<file path="src/rtl/ea_pkg.sv">
package ea_pkg;

  typedef enum logic [2:0] {
    MODE_IND     = 3'd0,
    MODE_REL5    = 3'd1,
    MODE_REL8    = 3'd2,
    MODE_REL16   = 3'd3,
    MODE_POSTINC = 3'd4,
    MODE_PREDEC  = 3'd5,
    MODE_INDEXED = 3'd6,
    MODE_RSVD    = 3'd7
  } mode_e;

  typedef enum logic [1:0] {
    CLS_XFER  = 2'd0,
    CLS_ARITH = 2'd1,
    CLS_BIT   = 2'd2,
    CLS_OTHER = 2'd3
  } iclass_e;

  typedef enum logic [2:0] {
    WC_SB = 3'd0,
    WC_UB = 3'd1,
    WC_SW = 3'd2,
    WC_UW = 3'd3,
    WC_L  = 3'd4
  } wcode_e;

  // log2 of the access width in bytes for a width/extension code
  function automatic logic [1:0] access_log2(input logic [2:0] wc);
    case (wc)
      WC_SB, WC_UB: access_log2 = 2'd0;
      WC_SW, WC_UW: access_log2 = 2'd1;
      default:      access_log2 = 2'd2;
    endcase
  endfunction

  // log2 of the displacement scale for the 8/16-bit relative forms
  function automatic logic [1:0] disp_log2(input logic [1:0] cls, input logic [2:0] wc);
    case (cls)
      CLS_XFER, CLS_ARITH: disp_log2 = access_log2(wc);
      CLS_BIT:             disp_log2 = 2'd0;
      default:             disp_log2 = 2'd2;
    endcase
  endfunction

  // true when the address does not suit the access width
  function automatic logic is_misaligned(input logic [1:0] lg, input logic [1:0] lsb);
    case (lg)
      2'd1:    is_misaligned = lsb[0];
      2'd2:    is_misaligned = |lsb;
      default: is_misaligned = 1'b0;
    endcase
  endfunction

endpackage

</file>
<file path="src/rtl/ea_offset_gen.sv">
module ea_offset_gen
  import ea_pkg::*;
#(
  parameter int XLEN         = 32,
  parameter int DISP_W       = 16,
  parameter int MID_DISP_W   = 8,
  parameter int SHORT_DISP_W = 5
) (
  input  logic [2:0]        mode_i,
  input  logic [1:0]        iclass_i,
  input  logic [2:0]        wcode_i,
  input  logic [DISP_W-1:0] disp_i,
  input  logic [XLEN-1:0]   index_val_i,
  output logic [XLEN-1:0]   offset_o,
  output logic [XLEN-1:0]   step_o,
  output logic [1:0]        acc_lg_o
);

  localparam int SHORT_PAD = XLEN - SHORT_DISP_W;
  localparam int MID_PAD   = XLEN - MID_DISP_W;
  localparam int FULL_PAD  = XLEN - DISP_W;

  logic [1:0]      acc_lg;
  logic [1:0]      dsp_lg;
  logic [XLEN-1:0] short_ext;
  logic [XLEN-1:0] mid_ext;
  logic [XLEN-1:0] full_ext;

  always_comb begin
    acc_lg    = access_log2(wcode_i);
    dsp_lg    = disp_log2(iclass_i, wcode_i);
    short_ext = {{SHORT_PAD{1'b0}}, disp_i[SHORT_DISP_W-1:0]};
    mid_ext   = {{MID_PAD{1'b0}}, disp_i[MID_DISP_W-1:0]};
    full_ext  = {{FULL_PAD{1'b0}}, disp_i};
    case (mode_i)
      MODE_REL5:    offset_o = short_ext << acc_lg;
      MODE_REL8:    offset_o = mid_ext << dsp_lg;
      MODE_REL16:   offset_o = full_ext << dsp_lg;
      MODE_INDEXED: offset_o = index_val_i << acc_lg;
      default:      offset_o = '0;
    endcase
    step_o   = XLEN'(1) << acc_lg;
    acc_lg_o = acc_lg;
  end

endmodule

</file>
<file path="src/rtl/ea_sum_unit.sv">
module ea_sum_unit
  import ea_pkg::*;
#(
  parameter int XLEN = 32
) (
  input  logic [2:0]      mode_i,
  input  logic [XLEN-1:0] base_i,
  input  logic [XLEN-1:0] offset_i,
  input  logic [XLEN-1:0] step_i,
  output logic [XLEN-1:0] ea_o,
  output logic [XLEN-1:0] wb_data_o,
  output logic            auto_mod_o
);

  logic [XLEN-1:0] sum_v;
  logic [XLEN-1:0] inc_v;
  logic [XLEN-1:0] dec_v;

  assign sum_v = base_i + offset_i;
  assign inc_v = base_i + step_i;
  assign dec_v = base_i - step_i;

  always_comb begin
    ea_o       = sum_v;
    wb_data_o  = '0;
    auto_mod_o = 1'b0;
    case (mode_i)
      MODE_POSTINC: begin
        ea_o       = base_i;
        wb_data_o  = inc_v;
        auto_mod_o = 1'b1;
      end
      MODE_PREDEC: begin
        ea_o       = dec_v;
        wb_data_o  = dec_v;
        auto_mod_o = 1'b1;
      end
      MODE_IND, MODE_RSVD: ea_o = base_i;
      default:             ea_o = sum_v;
    endcase
  end

endmodule

</file>
<file path="src/rtl/ea_align_check.sv">
module ea_align_check
  import ea_pkg::*;
(
  input  logic [1:0] acc_lg_i,
  input  logic [1:0] ea_lsb_i,
  output logic       misalign_o
);

  assign misalign_o = is_misaligned(acc_lg_i, ea_lsb_i);

endmodule

</file>
<file path="src/rtl/lsu_ea_gen.sv">
module lsu_ea_gen
  import ea_pkg::*;
#(
  parameter int XLEN         = 32,
  parameter int REG_IDX_W    = 4,
  parameter int DISP_W       = 16,
  parameter int MID_DISP_W   = 8,
  parameter int SHORT_DISP_W = 5,
  parameter int SHORT_REGS   = 8
) (
  input  logic                 clk_i,
  input  logic                 rst_ni,
  input  logic                 req_valid_i,
  input  logic [2:0]           mode_i,
  input  logic [1:0]           iclass_i,
  input  logic [2:0]           wcode_i,
  input  logic [REG_IDX_W-1:0] base_idx_i,
  input  logic [XLEN-1:0]      base_val_i,
  input  logic [XLEN-1:0]      index_val_i,
  input  logic [DISP_W-1:0]    disp_i,
  output logic                 out_valid_o,
  output logic [XLEN-1:0]      ea_o,
  output logic                 wb_en_o,
  output logic [REG_IDX_W-1:0] wb_idx_o,
  output logic [XLEN-1:0]      wb_data_o,
  output logic                 misalign_o,
  output logic                 illegal_o
);

  localparam logic [REG_IDX_W-1:0] SHORT_LIM = REG_IDX_W'(SHORT_REGS - 1);

  // named internal events, visible to the bound checker
  logic [XLEN-1:0] offset_c;
  logic [XLEN-1:0] step_c;
  logic [1:0]      acc_lg_c;
  logic [XLEN-1:0] ea_c;
  logic [XLEN-1:0] wb_data_c;
  logic            auto_mod_c;
  logic            misalign_c;
  logic            short_bad_c;
  logic            illegal_c;

  ea_offset_gen #(
    .XLEN(XLEN), .DISP_W(DISP_W), .MID_DISP_W(MID_DISP_W), .SHORT_DISP_W(SHORT_DISP_W)
  ) u_offset (
    .mode_i(mode_i), .iclass_i(iclass_i), .wcode_i(wcode_i), .disp_i(disp_i),
    .index_val_i(index_val_i), .offset_o(offset_c), .step_o(step_c), .acc_lg_o(acc_lg_c)
  );

  ea_sum_unit #(.XLEN(XLEN)) u_sum (
    .mode_i(mode_i), .base_i(base_val_i), .offset_i(offset_c), .step_i(step_c),
    .ea_o(ea_c), .wb_data_o(wb_data_c), .auto_mod_o(auto_mod_c)
  );

  ea_align_check u_align (
    .acc_lg_i(acc_lg_c), .ea_lsb_i(ea_c[1:0]), .misalign_o(misalign_c)
  );

  assign short_bad_c = (mode_i == MODE_REL5) && (base_idx_i > SHORT_LIM);
  assign illegal_c   = short_bad_c || (mode_i == MODE_RSVD);

  always_ff @(posedge clk_i) begin
    if (!rst_ni) begin
      out_valid_o <= 1'b0;
      ea_o        <= '0;
      wb_en_o     <= 1'b0;
      wb_idx_o    <= '0;
      wb_data_o   <= '0;
      misalign_o  <= 1'b0;
      illegal_o   <= 1'b0;
    end else begin
      out_valid_o <= req_valid_i;
      wb_en_o     <= req_valid_i && auto_mod_c && !illegal_c;
      misalign_o  <= req_valid_i && misalign_c;
      illegal_o   <= req_valid_i && illegal_c;
      if (req_valid_i) begin
        ea_o      <= ea_c;
        wb_idx_o  <= base_idx_i;
        wb_data_o <= wb_data_c;
      end
    end
  end

endmodule

</file>
<file path="config.mk">
export PLATFORM = sky130hd
export DESIGN_NAME = lsu_ea_gen
export DESIGN_NICKNAME = d
export VERILOG_FILES = /design/src/rtl/ea_pkg.sv /design/src/rtl/ea_offset_gen.sv /design/src/rtl/ea_sum_unit.sv /design/src/rtl/ea_align_check.sv /design/src/rtl/lsu_ea_gen.sv
export SDC_FILE = /design/constraint.sdc
export NUM_CORES = 1
export LEC_CHECK = 0
export BUFFER_PORTS_ARGS = -buffer_cell sky130_fd_sc_hd__buf_2
export CORE_ASPECT_RATIO = 0.8
export CORE_MARGIN = 10
export CORE_UTILIZATION = 28
export CTS_BUF_LIST = sky130_fd_sc_hd__clkbuf_8
export CTS_CLUSTER_SIZE = 16
export DETAILED_ROUTE_END_ITERATION = 10
export PLACE_DENSITY_LB_ADDON = 0.1
export SETUP_SLACK_MARGIN = 0.3
export SLEW_MARGIN = 20
export SYNTH_ARGS = -nofsm -noshare
export SYNTH_HDL_FRONTEND = slang
export SYNTH_SLANG_ARGS = --single-unit
</file>
<file path="constraint.sdc">
create_clock -name clk_i -period 14.2 [get_ports clk_i]
set_clock_uncertainty 0.15 [all_clocks]
set_input_delay 1.42 -clock clk_i [delete_from_list [all_inputs] [get_ports clk_i]]
set_output_delay 1.42 -clock clk_i [all_outputs]
set_load 0.01 [all_outputs]
</file>
Word-level counts from Yosys, hierarchy flattened --
Cells that the tools add are included.
Word-level totals: flip-flop bits (word level) 72, bits of input ports 95, output and inout port bits 72, word-level logic and storage cells 53
Operators by class: add/sub/neg operators 3, magnitude comparators 1, equality and inequality tests 14, shift-type cells 5, muxes and demuxes 7, reductions and logical operators 16
Operators with widths (count):
- $pmux W32 S2 | 2
- $pmux W32 S4 | 1
- $add A32 B32 Y32 | 2
- $shl A1 B2 Y32 const A | 1
- $shl A16 B2 Y32 | 1
- $shl A32 B2 Y32 | 1
- $shl A5 B2 Y32 | 1
- $shl A8 B2 Y32 | 1
- $sub A32 B32 Y32 | 1
- $eq A3 B2 Y1 const B | 4
- $eq A3 B3 Y1 const B | 4
- $reduce_or A2 Y1 | 5
- $pmux W2 S2 | 2
- $eq A3 B1 Y1 const B | 2
- $logic_not A3 Y1 | 2
- $logic_and A1 B1 Y1 | 5
- $eq A2 B1 Y1 const B | 2
- $eq A2 B2 Y1 const B | 2
- $gt A4 B3 Y1 const B | 1
- $reduce_or A3 Y1 | 1
- $logic_not A2 Y1 | 1
- $pmux W1 S2 | 1
- $logic_not A1 Y1 | 1
- $logic_or A1 B1 Y1 | 1
- $mux W1 | 1

Longest topological paths before layout --
Gate-level depths: netlist (run 1).
word-level depth 11, gate-level depth with buffers 18

Cells and area by module --
From an unflattened synthesis (run 1), not the netlist that was laid out.
Unflattened totals: cells, all modules 1335, area, all modules 10259.8 µm²
Modules (own cells, without submodules):
- ea_sum_unit | instances 1, cells each 861, area each 5841.9 µm², seq. area each 0.0 µm²
- lsu_ea_gen | instances 1, cells each 230, area each 2775.2 µm², seq. area each 1441.4 µm²
- ea_offset_gen | instances 1, cells each 237, area each 1596.5 µm², seq. area each 0.0 µm²
- ea_align_check | instances 1, cells each 7, area each 46.3 µm², seq. area each 0.0 µm²

Worst setup path before layout (run 1) --
No wires, ideal clock.
path kind input-to-reg, from input port mode_i[0], to register ea_o[28], library setup time 0.115 ns, arrival time 5.224 ns, slack 8.710 ns, stages 15, buffers on the path 3, cells stage by stage clkbuf_1 -> and3b_1 -> clkbuf_1 -> buf_1 -> mux2i_1 -> o21ai_0 -> a221o_1 -> ha_1 -> a21o_1 -> a221o_1 -> a41oi_1 -> a2111oi_0 -> o211ai_1 -> a211o_1 -> and3_1
On the way: cells in the longest elaborated chain, start to end 4
Ends and longest elaborated chain:
- start, declared | RTL line lsu_ea_gen.sv:14 | input logic [2:0] mode_i,
- $eq A3 B3 Y1 (tied with other cells) | RTL line ea_offset_gen.sv:35 | case (mode_i)
- $pmux W32 S4 | RTL line ea_offset_gen.sv:35
- $add A32 B32 Y32 | RTL line ea_sum_unit.sv:19 | assign sum_v = base_i + offset_i;
- $pmux W32 S2 (*) | RTL line ea_sum_unit.sv:27 | case (mode_i)
- end signal, assigned | RTL line lsu_ea_gen.sv:65 | ea_o <= '0;
- end signal, assigned | RTL line lsu_ea_gen.sv:77 | ea_o <= ea_c;
- end, declared | RTL line lsu_ea_gen.sv:22 | output logic [XLEN-1:0] ea_o,
Every way passes the cells marked *; elsewhere a longest branch is shown, timed or not. A chain may end at the register's enable or synchronous reset.

Worst setup path in the final report (run 1) --
from input port mode_i[0], to register ea_o[31]
The elaborated chain is that of the path after synthesis.

==> tab_implementation.tex, run 1 <==
\begin{tabular}{lr}
\hline
Metric & Value \\
\hline
\multicolumn{2}{l}{\textbf{Worst hold path}} \\
\quad HP Class & flip-flop to flip-flop \\
\multicolumn{2}{l}{\textbf{Synthesis}} \\
\quad Warnings, synthesis & 0 \\
\quad Number of enable-type register cells in the synthesized netlist & 0 \\
\quad Dominant register cell in the synthesized netlist & sky130\_fd\_sc\_hd\_\_dfxtp\_1 \\
\quad FFs w/ async S/R, synth & 0\% \\
\quad Synth top area cells & sky130\_fd\_sc\_hd\_\_dfxtp\_1, sky130\_fd\_sc\_hd\_\_a21oi\_1, sky130\_fd\_sc\_hd\_\_nand2\_1 \\
\quad Count of distinct cell types in the synthesized netlist & 70 \\
\quad Number of standard cells after synthesis & 1181 \\
\quad Share of the yosys chip area belonging to registers & 17.5\% \\
\quad Summed instance area of the synthesized netlist & 8250 um\^{}2 \\
\quad Post-synthesis cell type with the largest combined area & sky130\_fd\_sc\_hd\_\_dfxtp\_1 \\
\quad Synth top area share & 17.5\% \\
\quad Synthesized flop and latch total & 72 \\
\quad Mean area per synthesized cell & 6.99 um\^{}2 \\
\quad Number of nets produced by synthesis & 1318 \\
\multicolumn{2}{l}{\textbf{STA}} \\
\quad Transition time of the tightest slew-check pin & 1.04 ns \\
\quad Final critical path time including I/O delays and setup & 6.69 ns \\
\quad Slew HR & 30.6\% \\
\quad Setup repair after global routing missed its margin & no \\
\quad Fin. Hold Viols & 0 \\
\quad Final Slew Violations & 0 \\
\quad Fmax & 0.149 GHz \\
\quad Fin Setup TNS & 0 ns \\
\quad Final count of negative-setup-slack endpoints & 0 \\
\quad Final period util & 47.1\% \\
\multicolumn{2}{l}{\textbf{Routing}} \\
\quad Pre-Repair DR Iteration Count & 6 \\
\quad Antenna Nets Post-Route & 0 \\
\quad Vias per std cell & 5.87 \\
\quad Detailed-route via count & 9706 \\
\quad Total DRC errors in the routed layout & 0 \\
\quad Routed wire length & 38200 um \\
\quad Initial detailed-routing violation count & 831 \\
\quad Detail-routed net length per standard cell & 23.1 um \\
\multicolumn{2}{l}{\textbf{Critical path}} \\
\quad Type of element launching the critical path & input pin \\
\quad Crit path arrival time & 6.83 ns \\
\quad Endpoint required time on the critical path & 14.33 ns \\
\quad Library cell contributing the largest single delay on the critical path & sky130\_fd\_sc\_hd\_\_nand3\_1 \\
\quad Crit path capture type & flip-flop \\
\quad Critical setup path kind & input pin to flip-flop \\
\quad Crit Path Max Fanout & 36 \\
\quad Ordered cell list for the critical path & buf\_2, clkinv\_1, nand3\_1, nor2\_1, a21oi\_1, o221ai\_1, ha\_1, a21oi\_1, o21ai\_0, a221o\_1, o21ai\_0, nand3\_1, or4\_1, a31oi\_1 \\
\quad CP max stage delay & 0.71 ns \\
\multicolumn{2}{l}{\textbf{Floorplanning}} \\
\quad Die outline area & 36800 um\^{}2 \\
\quad Number of standard-cell rows in the floorplan & 56 \\
\quad Standard cell core area & 29200 um\^{}2 \\
\quad Initial Utilization & 28.2\% \\
\quad Number of top-level pins & 167 \\
\quad Die Span X & 212 um \\
\quad DIE HEIGHT & 174 um \\
\multicolumn{2}{l}{\textbf{Layout}} \\
\quad Area growth from synthesis to layout & 15.3\% \\
\quad Fraction of layout cells with a size suffix above 1 & 16.9\% \\
\quad Final \#Nets & 1407 \\
\quad Final design instance area without fill & 9510 um\^{}2 \\
\multicolumn{2}{l}{\textbf{Place}} \\
\quad Routability Congestion & 0.908 \\
\quad Sum of net half-perimeters after detailed placement & 29400 um \\
\quad Standard cell area after detailed placement & 9270 um\^{}2 \\
\quad Number of buffer cells added on primary ports & 165 \\
\multicolumn{2}{l}{\textbf{Global route}} \\
\quad Vias in the first global route & 9241 \\
\quad Total gr overflow & 0 \\
\quad Overall global routing resource usage & 20.2\% \\
\quad Number of antenna violations at the first check in global routing & 4 \\
\quad Wire length of the first global-routing pass & 57900 um \\
\quad Pin count of the biggest net entering global routing & 64 \\
\multicolumn{2}{l}{\textbf{Pwr}} \\
\quad Switching fraction of total power & 38.6\% \\
\quad Logic gate share of total power & 37.4\% \\
\quad Maximum resistive drop on vdd & 43.5 uV \\
\quad Proportion of power drawn by the clock network & 29.9\% \\
\quad Net Sw Power & 0.265 mW \\
\quad Power density over the cells & 72.2 nW/um\^{}2 \\
\quad Cell Int Power & 0.422 mW \\
\quad Static leakage power & 3.89 nW \\
\quad Sequential share of power & 32.7\% \\
\multicolumn{2}{l}{\textbf{CTS}} \\
\quad Later-pin clock latency in the skew report & 0.39 ns \\
\quad Clk pin slew, worst setup/hold paths & 0.08 ns \\
\quad Number of hold-repair buffers added at the cts stage & 0 \\
\quad Setup Fix Bufs, Post-CTS & 0 \\
\quad Count of cells resized by post-cts repair & 0 \\
\quad Number of buffers inserted during clock tree synthesis & 9 \\
\quad H-tree depth reported by CTS & 3 \\
\quad Clock tree from TritonCTS & yes \\
\quad Maximum buffer depth of the clock tree & 2 \\
\quad Total number of clock tree sinks & 72 \\
\quad Cell at the root of the clock tree & sky130\_fd\_sc\_hd\_\_clkbuf\_8 \\
\multicolumn{2}{l}{\textbf{Status}} \\
\quad Outcome & finished clean \\
\multicolumn{2}{l}{\textbf{Run}} \\
\quad Max Cap Viol & 0 \\
\hline
\end{tabular}
critical path: cells and delay by family:
family | cells | cell delay [ns]
compound gates | 7 | 2.07
buf+inv | 2 | 1.07
simple gates | 4 | 1.86
fa+ha+maj | 1 | 0.38
synthesized netlist by cell type (all sizes together) (9+ instances only):
cell type	instances
a211oi	18
a21boi	13
a21o	19
a21oi	117
a221o	11
a221oi	11
a22oi	10
a31oi	17
and3	19
buf	12
clkbuf	88
dfxtp	72
ha	39
inv	20
mux2i	38
nand2	131
nand3	38
nand4	10
nor2	90
nor2b	17
nor3	35
nor4	13
o211ai	20
o21a	11
o21ai	84
o21bai	9
o221ai	28
o22ai	9
o31ai	10
or3	14
or4	11
xnor2	26
xor2	15
through the flow:
| step | setup slack, ns | util [%] | hold WS [ns] | instances | power (mW) |
|---|---|---|---|---|---|
| 2_1_floorplan | 8.71 | - | 0.333 | 1181 | 0.389 |
| 3_3_place_gp | 7.09 | 31.7 | 0.289 | 1636 | 0.483 |
| 3_5_place_dp | 7.12 | 31.7 | 0.296 | 1636 | 0.484 |
| 4_1_cts | 7.53 | 32.5 | 0.316 | 1652 | 0.691 |
| 5_1_grt | 7.10 | 32.5 | 0.335 | 1652 | 0.729 |
| 6_report | 7.51 | 32.6 | 0.306 | 1654 | 0.687 |
power by group through the flow:
stage               registers (mW)  clock network, mW  logic, mW
finish                       0.224              0.206      0.257
global route                 0.226              0.219      0.284
CTS                          0.224              0.211      0.256
detailed placement           0.229                  0      0.255
global placement             0.229                  0      0.254
floorplan                    0.234                  0      0.154
final timing paths:
kind                 start            end  slack, ns  depth (start not counted)
max              mode_i[0]       ea_o[31]       7.51                         14
max reg2reg       ea_o[25]       ea_o[25]      12.53                          6
min reg2reg  wb_data_o[21]  wb_data_o[21]       0.31                          2
min          wb_data_o[21]  wb_data_o[21]       0.31                          2
cells by family (layout without fill, tap and decap cells):
kind of cell,Yosys count,after routing,share of synthesized area (%)
AND/OR/NAND/NOR,417,417,24.7
flip-flops,72,72,17.5
other,2,4,0.0910
multiplexers,43,43,5.29
AO/OA/AOI/OAI,442,442,35.8
adder cells (fa/ha/maj),42,42,6.64
XOR/XNOR,41,41,4.35
buffers and inverters,122,216,5.61
final cells by class:
type,count,area (um^2)
flip-flops and latches,72,1440
well taps,377,472
clock inverters,7,111
inverters,22,82.6
clock buffers,9,124
repair buffers,178,923
multi-input cells,987,6350
diodes,2,5.00
fillers,3261,19700
placed cells by master (no fill, tap or decap), types with 20 or more instances in the layout:
master                     synthesis  final
sky130_fd_sc_hd__nor2_1           90     90
sky130_fd_sc_hd__mux2i_1          38     38
sky130_fd_sc_hd__a21oi_1         116    116
sky130_fd_sc_hd__o221ai_1         28     28
sky130_fd_sc_hd__nand3_1          38     38
sky130_fd_sc_hd__nor3_1           35     34
sky130_fd_sc_hd__buf_2             3    165
sky130_fd_sc_hd__nand2_1         131    131
sky130_fd_sc_hd__inv_1            20     21
sky130_fd_sc_hd__ha_1             39     39
sky130_fd_sc_hd__xnor2_1          26     26
sky130_fd_sc_hd__dfxtp_1          72     72
sky130_fd_sc_hd__o211ai_1         20     20
sky130_fd_sc_hd__o21ai_0          83     83
metal layers:
metal	vias up	GRT usage [%]	part of all wire, %
met2	325	31.1	45
li1	4643	-	-
met5	-	0	0.068
met3	38	4.21	7.2
met4	4	4.10	1.5
met1	4696	28.3	47
registers in the layout (all words and copies together) (netlist names):
signal / flops
illegal_o: 1
misalign_o: 1
out_valid_o: 1
wb_data_o: 32
ea_o: 32
wb_idx_o: 4
wb_en_o: 1
Power figures use the tool's default switching activity.
==> run 2, diff against run 1 <==
- clock period: 14.2 -> 6.71 ns (I/O delays scaled with it)
==> run 2 against run 1 <==
  * Global-route usage barely moved
  * Critical path depth stayed put
  * Sequential share of layout area decreased by 0.18 points
  * Count of clock-buffer cells in the layout unchanged
  * Flip-flop and latch count is the same
  * Cell count grew 1.0%
  * Wire length fell by 0.65%
  * Critical path type unchanged
==> tab_implementation.tex, run 2 (synthesized netlist as in run 1, its figures left out) <==
\begin{tabular}{lr}
\hline
Metric & Value \\
\hline
\multicolumn{2}{l}{\textbf{Pwr}} \\
\quad Net Sw Power & 0.560 mW (+110\%) \\
\quad Switching fraction of total power & 39.3\% (+0.76 points) \\
\quad Static leakage power & 3.96 nW (+1.6\%) \\
\quad Cell Int Power & 0.863 mW (+100\%) \\
\quad Logic gate share of total power & 38.7\% (+1.3 points) \\
\quad Maximum resistive drop on vdd & 80.6 uV (+85\%) \\
\quad Sequential share of power & 33.4\% (+0.7 points) \\
\quad Power density over the cells & 148 nW/um\^{}2 (+100\%) \\
\quad Proportion of power drawn by the clock network & 27.9\% (-2.0 points) \\
\multicolumn{2}{l}{\textbf{STA}} \\
\quad Setup repair after global routing missed its margin & no \\
\quad Worst setup margin & 1.70 ns (-5.81 ns) \\
\quad Fin. Hold Viols & 0 (unchanged) \\
\quad Final critical path time including I/O delays and setup & 5.01 ns \\
\quad Transition time of the tightest slew-check pin & 0.948 ns (-0.0896 ns) \\
\quad Slew HR & 35.1\% (+4.6 points) \\
\quad Fin Setup TNS & 0 ns (unchanged) \\
\quad Fmax & 0.200 GHz \\
\quad Final count of negative-setup-slack endpoints & 0 (unchanged) \\
\quad Final Slew Violations & 0 (unchanged) \\
\quad Final period util & 74.7\% \\
\multicolumn{2}{l}{\textbf{CTS}} \\
\quad Setup Fix Bufs, Post-CTS & 0 (unchanged) \\
\quad Clk pin slew, worst setup/hold paths & 0.08 ns (about the same) \\
\quad Total number of clock tree sinks & 72 (unchanged) \\
\quad Later-pin clock latency in the skew report & 0.40 ns (about the same) \\
\quad Number of buffers inserted during clock tree synthesis & 9 (unchanged) \\
\quad Cell at the root of the clock tree & sky130\_fd\_sc\_hd\_\_clkbuf\_8 \\
\quad Number of hold-repair buffers added at the cts stage & 0 (unchanged) \\
\quad Count of cells resized by post-cts repair & 0 (unchanged) \\
\quad Clock tree from TritonCTS & yes \\
\quad H-tree depth reported by CTS & 3 (unchanged) \\
\quad Maximum buffer depth of the clock tree & 2 (unchanged) \\
\multicolumn{2}{l}{\textbf{Layout}} \\
\quad Area growth from synthesis to layout & 16.6\% \\
\quad Final \#Nets & 1424 (+1.2\%) \\
\quad Footprint of the multi-input gates & 6350 um\^{}2 (unchanged) \\
\quad Leading cell type in the layout, fill and taps excluded & sky130\_fd\_sc\_hd\_\_buf\_2 \\
\quad Filler instances & 3225 (-1.1\%) \\
\quad Fraction of layout cells with a size suffix above 1 & 18.1\% (+1.2 points) \\
\quad Highest-count cells in the layout ignoring fill and taps & sky130\_fd\_sc\_hd\_\_buf\_2, sky130\_fd\_sc\_hd\_\_nand2\_1, sky130\_fd\_sc\_hd\_\_a21oi\_1, sky130\_fd\_sc\_hd\_\_nor2\_1, sky130\_fd\_sc\_hd\_\_o21ai\_0 \\
\quad Final design instance area without fill & 9630 um\^{}2 (+1.2\%) \\
\quad Footprint of the flip-flops and latches & 1440 um\^{}2 (unchanged) \\
\quad Largest registers & ea\_o (32), wb\_data\_o (32), wb\_idx\_o (4) \\
\quad Cell Count, Final, Fillers Out & 1671 (+1.0\%) \\
\quad Final Util & 32.9\% (+0.39 points) \\
\multicolumn{2}{l}{\textbf{Floorplanning}} \\
\quad DIE HEIGHT & 174 um (unchanged) \\
\quad Die Span X & 212 um (unchanged) \\
\quad Die outline area & 36800 um\^{}2 (unchanged) \\
\quad Initial Utilization & 28.2\% (unchanged) \\
\quad Number of standard-cell rows in the floorplan & 56 (unchanged) \\
\quad Standard cell core area & 29200 um\^{}2 (unchanged) \\
\quad Number of top-level pins & 167 (unchanged) \\
\multicolumn{2}{l}{\textbf{Place}} \\
\quad Placed Instances & 1653 (+1.0\%) \\
\quad Standard cell area after detailed placement & 9400 um\^{}2 (+1.4\%) \\
\quad Routability Congestion & 0.923 (+1.7\%) \\
\quad Sum of net half-perimeters after detailed placement & 29800 um (+1.1\%) \\
\quad Number of buffer cells added on primary ports & 165 (unchanged) \\
\quad Pre-CTS setup slack & 1.49 ns (-5.63 ns) \\
\multicolumn{2}{l}{\textbf{Routing}} \\
\quad Detailed-route via count & 9668 (-0.39\%) \\
\quad Pre-Repair DR Iteration Count & 5 (-1) \\
\quad Vias per std cell & 5.79 (-1.4\%) \\
\quad Routed wire length & 38000 um (-0.65\%) \\
\quad Antenna Nets Post-Route & 0 (unchanged) \\
\quad Total DRC errors in the routed layout & 0 (unchanged) \\
\quad Detail-routed net length per standard cell & 22.7 um (-1.7\%) \\
\quad Initial detailed-routing violation count & 807 (-2.9\%) \\
\multicolumn{2}{l}{\textbf{Run}} \\
\quad Max Cap Viol & 0 (unchanged) \\
\multicolumn{2}{l}{\textbf{Global route}} \\
\quad Number of antenna violations at the first check in global routing & 5 (+1) \\
\quad Overall global routing resource usage & 20.2\% (about the same) \\
\quad Pin count of the biggest net entering global routing & 66 (+3.1\%) \\
\quad Vias in the first global route & 9286 (+0.49\%) \\
\quad Wire length of the first global-routing pass & 58100 um (+0.45\%) \\
\quad Total gr overflow & 0 (unchanged) \\
\multicolumn{2}{l}{\textbf{Critical path}} \\
\quad Crit Path Max Fanout & 11 (-69\%) \\
\quad Endpoint required time on the critical path & 6.88 ns (-7.45 ns) \\
\quad Crit path arrival time & 5.19 ns (-1.64 ns) \\
\quad Type of element launching the critical path & input pin \\
\quad Crit path capture type & flip-flop \\
\quad Critical setup path kind & input pin to flip-flop \\
\multicolumn{2}{l}{\textbf{Status}} \\
\quad Outcome & finished clean \\
\multicolumn{2}{l}{\textbf{Worst hold path}} \\
\quad HP Class & flip-flop to flip-flop \\
\hline
\end{tabular}
## run 2: cell types whose count changed in the layout (fill, tap and decap cells not counted)
cell and change:
sky130_fd_sc_hd__buf_4 +17, sky130_fd_sc_hd__clkinvlp_4 +2, sky130_fd_sc_hd__bufinv_16 -1, sky130_fd_sc_hd__clkinv_2 -1, sky130_fd_sc_hd__clkinv_4 +1, sky130_fd_sc_hd__inv_1 -1
## run 2: power by group through the flow
stage	Clock (mW)	Sequential [mW]	Combinational [mW]
after detailed placement	0	0.485	0.544
after global placement	0	0.485	0.545
after floorplan	0	0.496	0.326
final	0.398	0.475	0.550
after CTS	0.418	0.475	0.546
after global routing	0.431	0.479	0.608
## run 2: area by class of cell
type                       instances  share of cell area [%]
multi-input combinational        987                    66.0
sequential                        72                    15.0
timing repair buffer             195                    10.9
tap                              377                    4.90
clock buffer                       9                    1.29
clock inverter                     7                    1.00
inverter                          22                   0.858
antenna                            2                  0.0520
## run 2: worst paths after layout
path            startpoint       endpoint  slack (ns)  cells after the start
min reg2reg  wb_data_o[21]  wb_data_o[21]        0.30                      2
max              mode_i[0]       ea_o[31]        1.70                     14
min          wb_data_o[21]  wb_data_o[21]        0.30                      2
max reg2reg       ea_o[25]       ea_o[25]        5.01                      6
## run 2: layer usage
metal | part of all wire [%] | track usage (%) | routed length (um) | vias to the layer above
li1 | - | - | - | 4692
met1 | 47 | 28.2 | 18000 | 4647
met2 | 45 | 31.3 | 17000 | 288
met3 | 6.6 | 4.17 | 2500 | 35
met4 | 1.2 | 3.80 | 467 | 6
met5 | 0.090 | 0 | 34 | -
## run 2: metrics by stage
step                hold WS, ns  total power [mW]
floorplan                 0.333             0.822
global route              0.344              1.52
CTS                       0.311              1.44
global placement          0.291              1.03
detailed placement        0.293              1.03
finish                    0.303              1.42
## run 2: critical path, stage by stage
cell	delay (ns)
sky130_fd_sc_hd__buf_2	0.13
sky130_fd_sc_hd__and3b_1	0.62
sky130_fd_sc_hd__nor2_1	0.26
sky130_fd_sc_hd__nor2_1	0.45
sky130_fd_sc_hd__a21oi_1	0.08
sky130_fd_sc_hd__o221ai_1	0.21
sky130_fd_sc_hd__ha_1	0.34
sky130_fd_sc_hd__a21oi_1	0.16
sky130_fd_sc_hd__o21ai_0	0.20
sky130_fd_sc_hd__a221o_1	0.46
sky130_fd_sc_hd__o21ai_0	0.66
sky130_fd_sc_hd__nand3_1	0.24
sky130_fd_sc_hd__or4_1	0.55
sky130_fd_sc_hd__a31oi_1	0.16
==> run 3, diff against run 2 <==
- ABC_AREA: unset -> 1
- clock period: 6.71 -> 4.37 ns (I/O delays scaled with it)
==> run 3 against run 2 <==
  * Utilization is 0.21 points higher
  * Synthesized cell count is 35% higher
  * Cell count is 28% higher
  * Global-route usage is 0.91 points higher
  * Sequential share of layout area is 0.76 points lower
  * Clock power is 70% higher
  * Area after synthesis is 5.9% higher
  * Hold slack worse by 0.17 ns
  * Register-to-register slack worse by 1.5 ns
  * Count of clock-buffer cells in the layout is 1 higher
  * Largest cell class unchanged
  * Largest power group unchanged
==> tab_implementation.tex, run 3 <==
\begin{tabular}{lr}
\hline
Metric & Value \\
\hline
\multicolumn{2}{l}{\textbf{Layout}} \\
\quad Filler instances & 3557 (+10\%) \\
\quad Fraction of layout cells with a size suffix above 1 & 14.4\% (-3.7 points) \\
\quad Area growth from synthesis to layout & 16.1\% \\
\quad Number of inserted diodes & 0 (-2) \\
\quad Leading cell type in the layout, fill and taps excluded & sky130\_fd\_sc\_hd\_\_nand2\_1 \\
\quad Highest-count cells in the layout ignoring fill and taps & sky130\_fd\_sc\_hd\_\_nand2\_1, sky130\_fd\_sc\_hd\_\_inv\_1, sky130\_fd\_sc\_hd\_\_nor2\_1, sky130\_fd\_sc\_hd\_\_buf\_2, sky130\_fd\_sc\_hd\_\_nand3\_1 \\
\quad Final \#Nets & 1864 (+31\%) \\
\quad Largest registers & ea\_o (32), wb\_data\_o (32), wb\_idx\_o (4) \\
\multicolumn{2}{l}{\textbf{Floorplanning}} \\
\quad Initial Utilization & 28.6\% (+0.31 points) \\
\quad DIE HEIGHT & 178 um (+2.6\%) \\
\quad Die Span X & 218 um (+2.6\%) \\
\quad Number of standard-cell rows in the floorplan & 57 (+1.8\%) \\
\quad Die outline area & 38700 um\^{}2 (+5.3\%) \\
\quad Number of top-level pins & 167 (unchanged) \\
\quad Standard cell core area & 30600 um\^{}2 (+4.7\%) \\
\multicolumn{2}{l}{\textbf{Critical path}} \\
\quad Crit path arrival time & 3.67 ns (-1.52 ns) \\
\quad Reg-to-reg slack, setup & 3.48 ns (-1.53 ns) \\
\quad Most Frequent Cell on Critical Path & sky130\_fd\_sc\_hd\_\_nand2\_1 \\
\quad WP buf/inv & 5 (+4) \\
\quad Critical setup path kind & input pin to flip-flop \\
\quad Type of element launching the critical path & input pin \\
\quad Crit-path leading delay family & simple AND/OR/NAND/NOR gates \\
\quad Library cell contributing the largest single delay on the critical path & sky130\_fd\_sc\_hd\_\_ha\_1 \\
\quad Crit path capture type & flip-flop \\
\quad Reg-to-reg startpoint & wb\_data\_o[19] \\
\quad Endpoint required time on the critical path & 4.54 ns (-2.34 ns) \\
\quad Crit Path Max Fanout & 34 (+23) \\
\quad Ordered cell list for the critical path & buf\_2, inv\_1, nor2\_2, nand2\_2, inv\_4, nand2\_1, nand2\_1, nand2\_1, o21a\_1, inv\_1, nor2\_1, o21ai\_0, ha\_1, nand2\_1, inv\_1, a21oi\_1, nor2\_1, nor2\_1, nand2\_1, nand2\_1, nand2\_1, nand2\_1, nand3\_1, a21oi\_1 \\
\quad Reg2reg path depth & 2 (-4) \\
\quad CP max stage delay & 0.36 ns (-0.30 ns) \\
\quad Endpoint of the most critical register-to-register path & wb\_data\_o[19] \\
\multicolumn{2}{l}{\textbf{Routing}} \\
\quad Antenna Nets Post-Route & 0 (unchanged) \\
\quad Detail-routed net length per standard cell & 19.4 um (-14\%) \\
\quad Pre-Repair DR Iteration Count & 7 (+2) \\
\quad Initial detailed-routing violation count & 1015 (+26\%) \\
\quad Detailed-route via count & 11000 (+13\%) \\
\quad Total DRC errors in the routed layout & 0 (unchanged) \\
\quad Vias per std cell & 5.12 (-12\%) \\
\quad Routed wire length & 41700 um (+9.9\%) \\
\multicolumn{2}{l}{\textbf{Synthesis}} \\
\quad Post-synthesis cell type with the largest combined area & sky130\_fd\_sc\_hd\_\_nand2\_1 \\
\quad Number of enable-type register cells in the synthesized netlist & 0 (unchanged) \\
\quad Mean area per synthesized cell & 5.48 um\^{}2 (-22\%) \\
\quad Number of nets produced by synthesis & 1731 (+31\%) \\
\quad Synth top area cells & sky130\_fd\_sc\_hd\_\_nand2\_1, sky130\_fd\_sc\_hd\_\_dfxtp\_1, sky130\_fd\_sc\_hd\_\_nand3\_1 \\
\quad Number of standard cells after synthesis & 1594 (+35\%) \\
\quad Synthesized flop and latch total & 72 (unchanged) \\
\quad Share of the yosys chip area belonging to registers & 16.5\% (-0.97 points) \\
\quad Warnings, synthesis & 0 (unchanged) \\
\quad FFs w/ async S/R, synth & 0\% (unchanged) \\
\quad Count of distinct cell types in the synthesized netlist & 55 (-21\%) \\
\quad Top post-synthesis cells by count & sky130\_fd\_sc\_hd\_\_nand2\_1, sky130\_fd\_sc\_hd\_\_inv\_1, sky130\_fd\_sc\_hd\_\_nor2\_1 \\
\quad Synth top area share & 20.2\% (+2.7 points) \\
\quad Most common cell in the netlist & sky130\_fd\_sc\_hd\_\_nand2\_1 \\
\quad Dominant register cell in the synthesized netlist & sky130\_fd\_sc\_hd\_\_dfxtp\_1 \\
\quad Summed instance area of the synthesized netlist & 8740 um\^{}2 (+5.9\%) \\
\multicolumn{2}{l}{\textbf{Global route}} \\
\quad Total gr overflow & 0 (unchanged) \\
\quad Wire length of the first global-routing pass & 63200 um (+8.8\%) \\
\quad Number of antenna violations at the first check in global routing & 0 (-5) \\
\quad Pin count of the biggest net entering global routing & 39 (-41\%) \\
\quad Overall global routing resource usage & 21.1\% (+0.91 points) \\
\quad Vias in the first global route & 10300 (+10\%) \\
\multicolumn{2}{l}{\textbf{Place}} \\
\quad Routability Congestion & 0.932 (+1.0\%) \\
\quad Sum of net half-perimeters after detailed placement & 34900 um (+17\%) \\
\quad Number of buffer cells added on primary ports & 165 (unchanged) \\
\quad Pre-CTS setup slack & 0.327 ns (-1.17 ns) \\
\multicolumn{2}{l}{\textbf{STA}} \\
\quad Fin. Hold Viols & 0 (unchanged) \\
\quad Worst setup margin & 0.863 ns (-0.835 ns) \\
\quad Final period util & 80.2\% \\
\quad Slew HR & 44.6\% (+9.5 points) \\
\quad Setup repair after global routing missed its margin & no \\
\quad Final critical path time including I/O delays and setup & 3.51 ns \\
\quad Final Slew Violations & 0 (unchanged) \\
\quad Fmax & 0.285 GHz \\
\quad Fin Setup TNS & 0 ns (unchanged) \\
\quad Final count of negative-setup-slack endpoints & 0 (unchanged) \\
\quad Transition time of the tightest slew-check pin & 0.830 ns (-0.119 ns) \\
\multicolumn{2}{l}{\textbf{CTS}} \\
\quad Count of cells resized by post-cts repair & 0 (unchanged) \\
\quad Setup Fix Bufs, Post-CTS & 0 (unchanged) \\
\quad Later-pin clock latency in the skew report & 0.37 ns (-0.03 ns) \\
\quad Number of buffers inserted during clock tree synthesis & 9 (unchanged) \\
\quad Clk pin slew, worst setup/hold paths & 0.09 ns (about the same) \\
\quad Number of hold-repair buffers added at the cts stage & 0 (unchanged) \\
\quad Total number of clock tree sinks & 72 (unchanged) \\
\quad Maximum buffer depth of the clock tree & 2 (unchanged) \\
\quad H-tree depth reported by CTS & 3 (unchanged) \\
\quad Cell at the root of the clock tree & sky130\_fd\_sc\_hd\_\_clkbuf\_8 \\
\quad Clock tree from TritonCTS & yes \\
\multicolumn{2}{l}{\textbf{Status}} \\
\quad Outcome & finished clean \\
\multicolumn{2}{l}{\textbf{Worst hold path}} \\
\quad Start point of the worst hold path & base\_idx\_i[0] \\
\quad Worst min-delay path endpoint & wb\_idx\_o[0] \\
\quad HP Class & input pin to flip-flop \\
\quad Worst Hold Depth & 3 (+1) \\
\multicolumn{2}{l}{\textbf{Pwr}} \\
\quad Logic gate share of total power & 40.2\% (+1.5 points) \\
\quad Switching fraction of total power & 41.0\% (+1.7 points) \\
\quad Power density over the cells & 233 nW/um\^{}2 (+58\%) \\
\quad Static leakage power & 5.21 nW (+32\%) \\
\quad Proportion of power drawn by the clock network & 28.6\% (+0.7 points) \\
\quad Cell Int Power & 1.39 mW (+62\%) \\
\quad Sequential share of power & 31.2\% (-2.2 points) \\
\quad Net Sw Power & 0.971 mW (+73\%) \\
\quad Maximum resistive drop on vdd & 132 uV (+63\%) \\
\multicolumn{2}{l}{\textbf{Run}} \\
\quad Max Cap Viol & 0 (unchanged) \\
\hline
\end{tabular}
[run 3: worst max-delay path by stage]
stage          cells past startpoint       from  endpoint
2_1_floorplan                     18  mode_i[1]  ea_o[13]
3_5_place_dp                      20  mode_i[0]  ea_o[28]
5_1_grt                           21  mode_i[1]  ea_o[29]
3_3_place_gp                      20  mode_i[0]  ea_o[28]
6_report                          24  mode_i[1]  ea_o[29]
4_1_cts                           20  mode_i[0]  ea_o[28]
[run 3: logic make-up (layout without fill, tap and decap cells)]
family	count (synthesis)	count (layout)	synth area share, %
XOR/XNOR	2	2	0.200
AO/OA/AOI/OAI	316	316	20.4
adder cells (fa/ha/maj)	42	42	6.27
AND/OR/NAND/NOR	892	892	43.8
other	2	2	0.0859
buffers and inverters	267	405	12.6
flip-flops	72	72	16.5
multiplexers	1	1	0.115
[run 3: area by class of cell]
class | count | area, um^2 | share of cell area, %
inverters | 204 | 768 | 7.57
repair buffers | 185 | 978 | 9.64
well taps | 413 | 517 | 5.09
clock buffers | 10 | 138 | 1.36
clock inverters | 6 | 108 | 1.06
multi-input cells | 1255 | 6190 | 61.1
flip-flops and latches | 72 | 1440 | 14.2
[run 3: per-layer routing]
layer	vias up	wire, um	global-route usage (%)
li1	5512	-	-
met4	0	762	4.54
met1	5008	20600	30.9
met5	-	0	0
met3	45	3150	3.40
met2	407	17200	31.5
[run 3: stage by stage]
step	cell area [um^2]	power, mW	hold WS [ns]	utilization, %	std cells
2_1_floorplan	8740	1.33	0.350	-	1594
3_3_place_gp	9900	1.69	0.311	32.3	2129
5_1_grt	10100	2.53	0.135	33.2	2145
4_1_cts	10100	2.38	0.118	33.1	2145
3_5_place_dp	9900	1.69	0.312	32.3	2129
6_report	10100	2.37	0.135	33.2	2145
[run 3: worst reg2reg max path, delay by kind of cell (launching register included)]
| kind | cells | cell delay (ns) |
|---|---|---|
| compound gates | 2 | 0.26 |
| flops | 1 | 0.41 |
[run 3: power by group through the flow]
stage	Sequential [mW]	Clock (mW)	Combinational (mW)
after global placement	0.752	0	0.943
after floorplan	0.765	0	0.566
after global routing	0.743	0.721	1.06
after CTS	0.737	0.699	0.947
after detailed placement	0.752	0	0.943
final	0.737	0.677	0.952
